--- config.mk ---
export PLATFORM = sky130hd
export DESIGN_NAME = tap_timer
export DESIGN_NICKNAME = d
export VERILOG_FILES = /design/src/rtl/tap_timer_pkg.sv /design/src/rtl/tmr_chain.sv /design/src/rtl/tmr_rate_sel.sv /design/src/rtl/tmr_flag.sv /design/src/rtl/tap_timer.sv
export SDC_FILE = /design/constraint.sdc
export NUM_CORES = 1
export LEC_CHECK = 0
export BUFFER_PORTS_ARGS = -buffer_cell sky130_fd_sc_hd__clkbuf_2
export CAP_MARGIN = 20
export CORE_AREA = 2 2 61 63
export DETAILED_ROUTE_END_ITERATION = 8
export DIE_AREA = 0 0 63 65
export GPL_TIMING_DRIVEN = 0
export PLACE_DENSITY = 0.63
export SYNTH_ARGS = -nofsm -noshare
export SYNTH_HDL_FRONTEND = slang
export SYNTH_SLANG_ARGS = --single-unit
--- constraint.sdc ---
create_clock -name clk -period 1.7 [get_ports clk]
set_input_delay 0.17 -clock clk [delete_from_list [all_inputs] [get_ports clk]]
set_output_delay 0.17 -clock clk [all_outputs]
set_load 0.05 [all_outputs]
--- src/rtl/tap_timer_pkg.sv ---
package tap_timer_pkg;
   localparam int DATA_W       = 8;
   localparam int SEL_BITS     = 2;
   localparam int NUM_EVENTS   = 2;
   localparam int EV_OVF       = 0;
   localparam int EV_RTI       = 1;

   localparam int B_OVF_FLAG   = 7;
   localparam int B_RTI_FLAG   = 6;
   localparam int B_OVF_EN     = 5;
   localparam int B_RTI_EN     = 4;
   localparam int B_OVF_ACK    = 3;
   localparam int B_RTI_ACK    = 2;

   typedef enum logic {
      SEL_COUNT = 1'b0,
      SEL_CTRL  = 1'b1
   } reg_sel_e;

   typedef struct packed {
      logic                ovf_en;
      logic                rti_en;
      logic [SEL_BITS-1:0] rate;
   } ctl_t;

   localparam ctl_t CTL_RESET = '{ovf_en: 1'b0, rti_en: 1'b0, rate: '1};
endpackage

--- src/rtl/tmr_chain.sv ---
module tmr_chain #(
   parameter int PRE_BITS   = 2,
   parameter int VIS_BITS   = 8,
   parameter int CHAIN_BITS = 15,
   localparam int TOTAL     = PRE_BITS + CHAIN_BITS
) (
   input  logic                clk,
   input  logic                rst_n,
   output logic [VIS_BITS-1:0] count,
   output logic [TOTAL-1:0]    carry
);
   logic [TOTAL-1:0] stage_q;

   generate
      if (PRE_BITS < 1) begin : g_bad_pre
         $error("tmr_chain: PRE_BITS must be at least 1");
      end
      if (VIS_BITS > CHAIN_BITS) begin : g_bad_vis
         $error("tmr_chain: readable stages exceed the chain length");
      end
   endgenerate

   always_ff @(posedge clk or negedge rst_n) begin
      if (!rst_n) stage_q <= '0;
      else        stage_q <= stage_q + 1'b1;
   end

   // carry[i] is high when bit i is about to fall (all bits up to i are 1)
   generate
      for (genvar i = 0; i < TOTAL; i++) begin : g_carry
         if (i == 0) begin : g_lsb
            assign carry[i] = stage_q[0];
         end else begin : g_up
            assign carry[i] = carry[i-1] & stage_q[i];
         end
      end
   endgenerate

   assign count = stage_q[PRE_BITS +: VIS_BITS];

   AST_COUNT_STEP: assert property (@(posedge clk) disable iff (!rst_n)
      carry[PRE_BITS-1] |=> count == $past(count) + 1'b1) else $error("count step");
   AST_COUNT_HOLD: assert property (@(posedge clk) disable iff (!rst_n)
      !carry[PRE_BITS-1] |=> $stable(count)) else $error("count hold");
endmodule

--- src/rtl/tmr_rate_sel.sv ---
module tmr_rate_sel #(
   parameter int TOTAL    = 17,
   parameter int TAP_LSB  = 13,
   parameter int SEL_BITS = 2,
   localparam int NUM_TAPS = 1 << SEL_BITS
) (
   input  logic                clk,
   input  logic                rst_n,
   input  logic [TOTAL-1:0]    carry,
   input  logic [SEL_BITS-1:0] sel,
   output logic                evt,
   output logic                tick
);
   logic [NUM_TAPS-1:0] taps;

   generate
      if (TAP_LSB < 1) begin : g_bad_lsb
         $error("tmr_rate_sel: lowest tap must divide by at least 4");
      end
      if (TAP_LSB + NUM_TAPS > TOTAL) begin : g_bad_top
         $error("tmr_rate_sel: taps run past the end of the chain");
      end
      for (genvar k = 0; k < NUM_TAPS; k++) begin : g_tap
         assign taps[k] = carry[TAP_LSB + k];
      end
   endgenerate

   assign evt = taps[sel];

   always_ff @(posedge clk or negedge rst_n) begin
      if (!rst_n) tick <= 1'b0;
      else        tick <= evt;
   end

   AST_TICK_SINGLE: assert property (@(posedge clk) disable iff (!rst_n)
      tick |=> !tick) else $error("tick wider than one cycle");
   AST_TICK_CAUSE: assert property (@(posedge clk) disable iff (!rst_n)
      $rose(tick) |-> $past(evt)) else $error("tick without tap carry");
endmodule

--- src/rtl/tmr_flag.sv ---
module tmr_flag (
   input  logic clk,
   input  logic rst_n,
   input  logic set,
   input  logic clr,
   input  logic en,
   output logic flag,
   output logic irq
);
   always_ff @(posedge clk or negedge rst_n) begin
      if (!rst_n)   flag <= 1'b0;
      else if (set) flag <= 1'b1;
      else if (clr) flag <= 1'b0;
   end

   assign irq = flag & en;

   AST_FLAG_STICKY: assert property (@(posedge clk) disable iff (!rst_n)
      flag && !clr |=> flag) else $error("flag dropped without ack");
   AST_FLAG_ORIGIN: assert property (@(posedge clk) disable iff (!rst_n)
      $rose(flag) |-> $past(set)) else $error("flag rose without event");
   AST_ACK_CLEARS: assert property (@(posedge clk) disable iff (!rst_n)
      clr && !set |=> !flag) else $error("ack did not clear");
   AST_SET_WINS: assert property (@(posedge clk) disable iff (!rst_n)
      set |=> flag) else $error("event lost");
endmodule

--- src/rtl/tap_timer.sv ---
module tap_timer
   import tap_timer_pkg::*;
#(
   parameter int PRE_BITS   = 2,
   parameter int VIS_BITS   = 8,
   parameter int CHAIN_BITS = 15,
   parameter int RTI_LSB    = 13
) (
   input  logic              clk,
   input  logic              rst_n,
   input  logic              bus_addr,
   input  logic              bus_wr,
   input  logic [DATA_W-1:0] bus_wdata,
   output logic [DATA_W-1:0] bus_rdata,
   output logic              ovf_irq,
   output logic              rti_irq,
   output logic              rti_tick
);
   localparam int TOTAL   = PRE_BITS + CHAIN_BITS;
   localparam int OVF_TAP = PRE_BITS + VIS_BITS - 1;

   generate
      if (VIS_BITS > DATA_W) begin : g_bad_width
         $error("tap_timer: readable count wider than the data bus");
      end
   endgenerate

   logic [VIS_BITS-1:0]   count;
   logic [TOTAL-1:0]      carry;
   logic                  rti_evt;
   ctl_t                  ctl_q;
   logic                  ctl_wr;
   logic [NUM_EVENTS-1:0] ev_set, ev_clr, ev_en, ev_flag, ev_irq;
   logic [DATA_W-1:0]     count_ext, ctl_rd;

   tmr_chain #(
      .PRE_BITS  (PRE_BITS),
      .VIS_BITS  (VIS_BITS),
      .CHAIN_BITS(CHAIN_BITS)
   ) u_chain (
      .clk  (clk),
      .rst_n(rst_n),
      .count(count),
      .carry(carry)
   );

   tmr_rate_sel #(
      .TOTAL   (TOTAL),
      .TAP_LSB (RTI_LSB),
      .SEL_BITS(SEL_BITS)
   ) u_rate (
      .clk  (clk),
      .rst_n(rst_n),
      .carry(carry),
      .sel  (ctl_q.rate),
      .evt  (rti_evt),
      .tick (rti_tick)
   );

   // control register
   assign ctl_wr = bus_wr && (reg_sel_e'(bus_addr) == SEL_CTRL);

   always_ff @(posedge clk or negedge rst_n) begin
      if (!rst_n) begin
         ctl_q <= CTL_RESET;
      end else if (ctl_wr) begin
         ctl_q.ovf_en <= bus_wdata[B_OVF_EN];
         ctl_q.rti_en <= bus_wdata[B_RTI_EN];
         ctl_q.rate   <= bus_wdata[SEL_BITS-1:0];
      end
   end

   // event flags
   assign ev_set[EV_OVF] = carry[OVF_TAP];
   assign ev_set[EV_RTI] = rti_evt;
   assign ev_clr[EV_OVF] = ctl_wr && bus_wdata[B_OVF_ACK];
   assign ev_clr[EV_RTI] = ctl_wr && bus_wdata[B_RTI_ACK];
   assign ev_en[EV_OVF]  = ctl_q.ovf_en;
   assign ev_en[EV_RTI]  = ctl_q.rti_en;

   generate
      for (genvar f = 0; f < NUM_EVENTS; f++) begin : g_flag
         tmr_flag u_flag (
            .clk  (clk),
            .rst_n(rst_n),
            .set  (ev_set[f]),
            .clr  (ev_clr[f]),
            .en   (ev_en[f]),
            .flag (ev_flag[f]),
            .irq  (ev_irq[f])
         );
      end
   endgenerate

   assign ovf_irq = ev_irq[EV_OVF];
   assign rti_irq = ev_irq[EV_RTI];

   // read path
   always_comb begin
      count_ext = '0;
      count_ext[VIS_BITS-1:0] = count;
      ctl_rd = '0;
      ctl_rd[B_OVF_FLAG] = ev_flag[EV_OVF];
      ctl_rd[B_RTI_FLAG] = ev_flag[EV_RTI];
      ctl_rd[B_OVF_EN]   = ctl_q.ovf_en;
      ctl_rd[B_RTI_EN]   = ctl_q.rti_en;
      ctl_rd[SEL_BITS-1:0] = ctl_q.rate;
   end

   assign bus_rdata = (reg_sel_e'(bus_addr) == SEL_CTRL) ? ctl_rd : count_ext;

   AST_OVF_IRQ_GATED: assert property (@(posedge clk) disable iff (!rst_n)
      ovf_irq |-> ctl_q.ovf_en) else $error("ovf irq without enable");
   AST_RTI_IRQ_GATED: assert property (@(posedge clk) disable iff (!rst_n)
      rti_irq |-> ctl_q.rti_en) else $error("rti irq without enable");
   AST_TICK_FLAGS: assert property (@(posedge clk) disable iff (!rst_n)
      rti_tick |-> ev_flag[EV_RTI]) else $error("tick without flag");
endmodule

==> results.cfg, run 1 <==
[yosys]
synth_nets = 113
ys_ff_latch = 24
synth_cell_types = 24
synth_ff_type = dfrtp_1
async_reset_ff_share_pct = 100
synthesis.instances = 99
syn_area_um2 = 1140
ys_seq_area_share_pct = 52.9
ys.warnings.count = 0
synth_area_per_cell_um2 = 11.5
synth-edff-count = 0

[cts]
cts_buffers = 3
clk_pin_slew_ps = 130
post-cts-setup-buffers = 0
clock-sinks = 24
htree_levels = 1
cts_tree = built
clk_path_buf_depth = 2
post_cts_resized = 0
ctsHoldBuffers = 1
clock_latency_ps = 310
cts-root-buf = clkbuf_4

[critical_path]
slowest_delay_ps = 480
endpoint_kind = primary output
crit_chain = mux2_2 > clkbuf_2
cp.required_ps = 1530
rrSetupSlack_ps = 290
critical-path-slowest-cell = dfrtp_1
cp-startpoint = u_chain.stage_q[2]$_DFF_PN0_
reg2reg_depth = 4
critical_path_class = reg -> out
start_kind = flop
worstPathMaxFanout = 7
worst_ep_arrival_time_ps = 1310
timing.rr.end = u_chain.stage_q[14]$_DFF_PN0_
reg2reg_from = u_chain.stage_q[0]$_DFF_PN0_

[layout]
nets = 139
fin_cells = 172
antenna_cells = 0
layout_commonest_cell = dfrtp_1
layout_common_cells = dfrtp_1, clkbuf_2, xor2_1, mux2_2, nand2_1
drive_gt1_share_pct = 30.6
multiInputGateArea_um2 = 512
area_delta_synth_final_pct = 19.5
regArea_um2 = 603
num-fill-cells = 343
final_area_um2 = 1360

[pwr]
vdd_ir_drop_max_v = 0.000291
p_per_area_nw_per_um2 = 830
power_leakage_nw = 0.661

[sta]
finalClockSkew_ps = 6.48
finalHoldViolCount = 0
finalCriticalPeriod_ps = 1480
holdWs_ps = 79.0
worst_pin_slew_ps = 590
drv_slew = 0
maxClockFrequency_mhz = 675
period_share_pct = 87.2
fin_setup_tns_ps = 0
slew_headroom_pct = 60.6
rsz0062_at_grt = no
setup_violations = 0

[global_route]
grt_pass1_vias = 842
antenna_found_initial = 0
grt_first_pass_wirelength_mm = 3.71
grt_max_degree = 25
grt_overflow = 0
track_usage_pct = 11.7

[die]
core.rowCount = 22
core-area_um2 = 3500
start_util_pct = 32.6
die_h_um = 65
die_area_um2 = 4100
die_x_um = 63
io_pins = 23

[job]
drv_cap = 0

[detailed_routing]
wl_per_cell_um = 12.4
ant_nets = 0
vias_per_cell = 4.66
vias = 801
routed_wl_mm = 2.13
drt_iter0_markers = 39
post-route-drc-count = 0
first_pass_iters = 4

[placed_design]
place_hpwl_mm = 1.57
numPortBuffers = 20
dpl.cell_count = 167
globalplace.congestion = 0.701
postPlaceCellArea_um2 = 1300

[hold_path]
hp-class = in -> reg
min_path_cells = 2
hold_end = ctl_q[0]$_DFFE_PN1P_
holdCritStartpoint = bus_wdata[0]

[run_status]
status = complete, no violations
## power breakdown
group	internal, mW	total [mW]	switching [mW]
sequential	0.591	0.603	0.0124
clock	0.238	0.408	0.170
combinational	0.0410	0.120	0.0792
total	0.870	1.13	0.262
## layout make-up
class,count,share of cell area (%)
buffer,2,1.10
clock buffer,3,1.65
clock inverter,1,2.20
inverter,3,0.826
multi-input combinational,70,37.5
sequential,24,44.2
tap,48,4.40
timing repair buffer,21,8.07
## state kept, by name (all words and copies together) (netlist names)
register	flops
ctl_q	4
u_chain.stage_q	17
u_rate.tick	1
g_flag.u_flag.flag	2
## metal layers
metal  GRT usage, %  vias to the layer above  wire length (um)
met5              0                        -                 0
met3           2.60                        2               103
met2           20.2                       19              1030
met4           5.00                        0                13
met1           14.1                      382               978
li1               -                      398                 -
## worst max-delay path: cells and delay by family, from the launching register on
kind,cells,cell delay [ps]
DFF,1,480
muxes,1,290
buffers and inverters,1,230
## synth_stat cells (2+ instances only)
cell	count	area (um^2)
nand3_1	6	30.0
nor2_1	3	11.3
xnor2_1	4	35.0
nor2b_1	2	12.5
and2_1	2	12.5
nor3_1	4	20.0
dfstp_2	2	52.6
inv_1	3	11.3
nand2_1	8	30.0
dfrtp_1	22	551
nor4_1	7	43.8
xor2_1	10	87.6
ha_1	2	25.0
nand4_1	5	31.3
mux2_2	9	101
o21ai_0	2	10.0
## through the flow
stage                     worst slack, ps  total power [mW]  utilization, %
after detailed placement              265             0.734            37.2
after floorplan                       319             0.691               -
after CTS                             201              1.15            39.0
final                                 218              1.13            39.0
after global routing                  133              1.18            39.0
after global placement                285             0.732            37.2
## worst max-delay path by stage
stage                     cells past startpoint                             to
after global placement                        4                   bus_rdata[6]
after CTS                                     2                   bus_rdata[0]
after floorplan                               2                   bus_rdata[4]
after detailed placement                      4                   bus_rdata[0]
final                                         2                   bus_rdata[0]
after global routing                          4  u_chain.stage_q[14]$_DFF_PN0_
## logic make-up after synthesis
| logic type | synth area share, % |
|---|---|
| fa+ha+maj | 2.19 |
| mux | 8.88 |
| flops | 52.9 |
| simple gates | 20.1 |
| buf+inv | 2.30 |
| compound gates | 2.96 |
| xor+xnor | 10.7 |
Power figures use the tool's default switching activity.
==> run 2: changes to the inputs <==
--- a/config.mk
+++ b/config.mk
@@ -7,11 +7,13 @@
 export LEC_CHECK = 0
 export BUFFER_PORTS_ARGS = -buffer_cell sky130_fd_sc_hd__clkbuf_2
 export CAP_MARGIN = 20
-export CORE_AREA = 2 2 61 63
+export CORE_AREA = 2 2 66 68
 export DETAILED_ROUTE_END_ITERATION = 8
-export DIE_AREA = 0 0 63 65
+export DIE_AREA = 0 0 68 70
 export GPL_TIMING_DRIVEN = 0
-export PLACE_DENSITY = 0.63
+export PLACE_DENSITY = 0.62
+export REMOVE_ABC_BUFFERS = 1
 export SYNTH_ARGS = -nofsm -noshare
 export SYNTH_HDL_FRONTEND = slang
+export SYNTH_HIERARCHICAL = 1
 export SYNTH_SLANG_ARGS = --single-unit
==> run 2 against run 1 <==
  * Hold slack better by 51 ps
  * Total power is 9.3% higher
  * Critical endpoint is now g_flag[1].u_flag/flag$_DFFE_PN0P_
  * Critical path type is now reg -> reg
  * Largest power group unchanged
  * Cell count is 5.2% higher
  * The flow now finishes with violations (setup timing)
  * Combinational power is 10% higher
  * Routed wire length is 13% higher
  * Register-to-register slack worse by 400 ps
  * Fmax is 18% lower
  * Clock-buffer cell count stayed put
==> results.cfg, run 2 <==
[cts]
clock-sinks = 24
cts_buffers = 3
cts-root-buf = clkbuf_8
htree_levels = 1
clk_path_buf_depth = 2
cts_tree = built
clk_pin_slew_ps = 80
clock_latency_ps = 270

[detailed_routing]
first_pass_iters = 4
vias = 872
drt_iter0_markers = 43
routed_wl_mm = 2.40
wl_per_cell_um = 13.2
post-route-drc-count = 0
vias_per_cell = 4.82
ant_nets = 0

[global_route]
antenna_found_initial = 0
grt_overflow = 0
grt_use_met3_pct = 1.45
track_usage_pct = 10.7
grt-busiest-layer = met2
grt_max_degree = 25
grt_pass1_vias = 840
grt_use_met2_pct = 18.3
grt_first_pass_wirelength_mm = 3.90
grt_use_met1_pct = 13.1

[die]
die_x_um = 68
start_util_pct = 31.6
io_pins = 23
die_area_um2 = 4760
die_h_um = 70
core.rowCount = 24
core-area_um2 = 4140

[yosys]
syn_area_um2 = 1310
ys.warnings.count = 6
synth_area_per_cell_um2 = 11.6
synthesis.instances = 113

[layout]
fin_util_pct = 36.9
antenna_cells = 0
layout_commonest_cell = dfrtp_1
num-fill-cells = 408
regArea_um2 = 603
nets = 144
layout_common_cells = dfrtp_1, clkbuf_2, mux2_4, xor2_1, inv_1
largest_reg_flops = 17
area_delta_synth_final_pct = 16.6
top_register = u_chain/stage_q
reg_top3 = u_chain/stage_q (17), ctl_q (4), g_flag.u_flag/flag (2)
multiInputGateArea_um2 = 637
drive_gt1_share_pct = 36.4

[critical_path]
slowest_delay_ps = 480
worstPathMaxFanout = 4
cp.required_ps = 1870
path_common_cell = ha_4
reg2reg_from = u_chain/stage_q[1]$_DFF_PN0_
critical-path-slowest-cell = mux4_2
worst_ep_arrival_time_ps = 1980
endpoint_kind = flop
start_kind = flop
crit_chain = ha_4 > ha_4 > nand3_4 > nor4_4 > and3_1 > mux4_2 > a21o_1
critical_path_class = reg -> reg
cp-startpoint = u_chain/stage_q[1]$_DFF_PN0_

[pwr]
p_per_area_nw_per_um2 = 810
vdd_ir_drop_max_v = 0.000312
power_leakage_nw = 0.809

[sta]
drv_slew = 0
finalClockSkew_ps = 2.08
finalCriticalPeriod_ps = 1810
holdWs_ps = 130
setup_violations = 1
maxClockFrequency_mhz = 554
worst_pin_slew_ps = 582
finalHoldViolCount = 0
period_share_pct = 106
setup_ws_ps = -105
slew_headroom_pct = 61.2
rsz0062_at_grt = yes

[hold_path]
holdCritStartpoint = bus_wdata[4]
hp-class = in -> reg

[run_status]
status = complete, but fails checks
failed_checks = setup timing

[placed_design]
numPortBuffers = 20
dp_slack_ps = -284
place_hpwl_mm = 1.75
globalplace.congestion = 0.874

[job]
drv_cap = 0
run 2: stage by stage:
step	area (um^2)	TNS, ps	instances	power [mW]
finish	1530	-105	181	1.24
global route	1530	-214	181	1.28
CTS	1520	-110	181	1.24
detailed placement	1390	-428	174	0.747
global placement	1390	-348	174	0.745
floorplan	1230	-195	102	0.703
run 2: critical path: cells and delay by family (launching register included):
| kind | cells | cell delay [ps] |
|---|---|---|
| mux | 1 | 480 |
| fa+ha+maj | 2 | 340 |
| simple gates | 3 | 310 |
| flops | 1 | 420 |
| compound gates | 1 | 160 |
run 2: layout make-up:
cell class,count,area share (%)
Multi-Input combinational cell,71,41.7
Clock inverter,1,1.97
Inverter,7,1.72
Timing Repair Buffer,23,8.19
Sequential cell,24,39.5
Tap cell,52,4.26
Clock buffer,3,2.70
run 2: final timing paths:
path | slack [ps] | cells after the start | endpoint
max in group asynchronous | 890 | 2 | u_chain/stage_q[11]$_DFF_PN0_
worst min register to register | 470 | 1 | u_chain/stage_q[16]$_DFF_PN0_
worst max register to register | -110 | 7 | g_flag[1].u_flag/flag$_DFFE_PN0P_
worst min-delay path | 130 | 2 | ctl_q[2]$_DFFE_PN0P_
worst max-delay path | -110 | 7 | g_flag[1].u_flag/flag$_DFFE_PN0P_
min in group asynchronous | 430 | 2 | u_chain/stage_q[6]$_DFF_PN0_
run 2: report_power, final:
group	total, mW	switching [mW]	leakage (nW)	internal, mW
sequential	0.603	0.0132	0.310	0.590
combinational	0.132	0.0768	0.463	0.0554
clock	0.501	0.186	0.0357	0.315
run 2: timing repair:
item / in CTS / in global routing
setup endpoints to repair: 2 / 2
gates resized for setup: 5 / 1
endpoints found under the hold margin: 22 / 0
setup buffers: 2 / 0
pin swaps: 4 / 0
hold buffers: 1 / 0
cloned: 0 / 0
run 2: layer usage:
layer | wire length [um] | vias up
met5 | 0 | -
met4 | 44 | 0
met3 | 118 | 5
met2 | 1130 | 26
met1 | 1110 | 429
li1 | - | 412
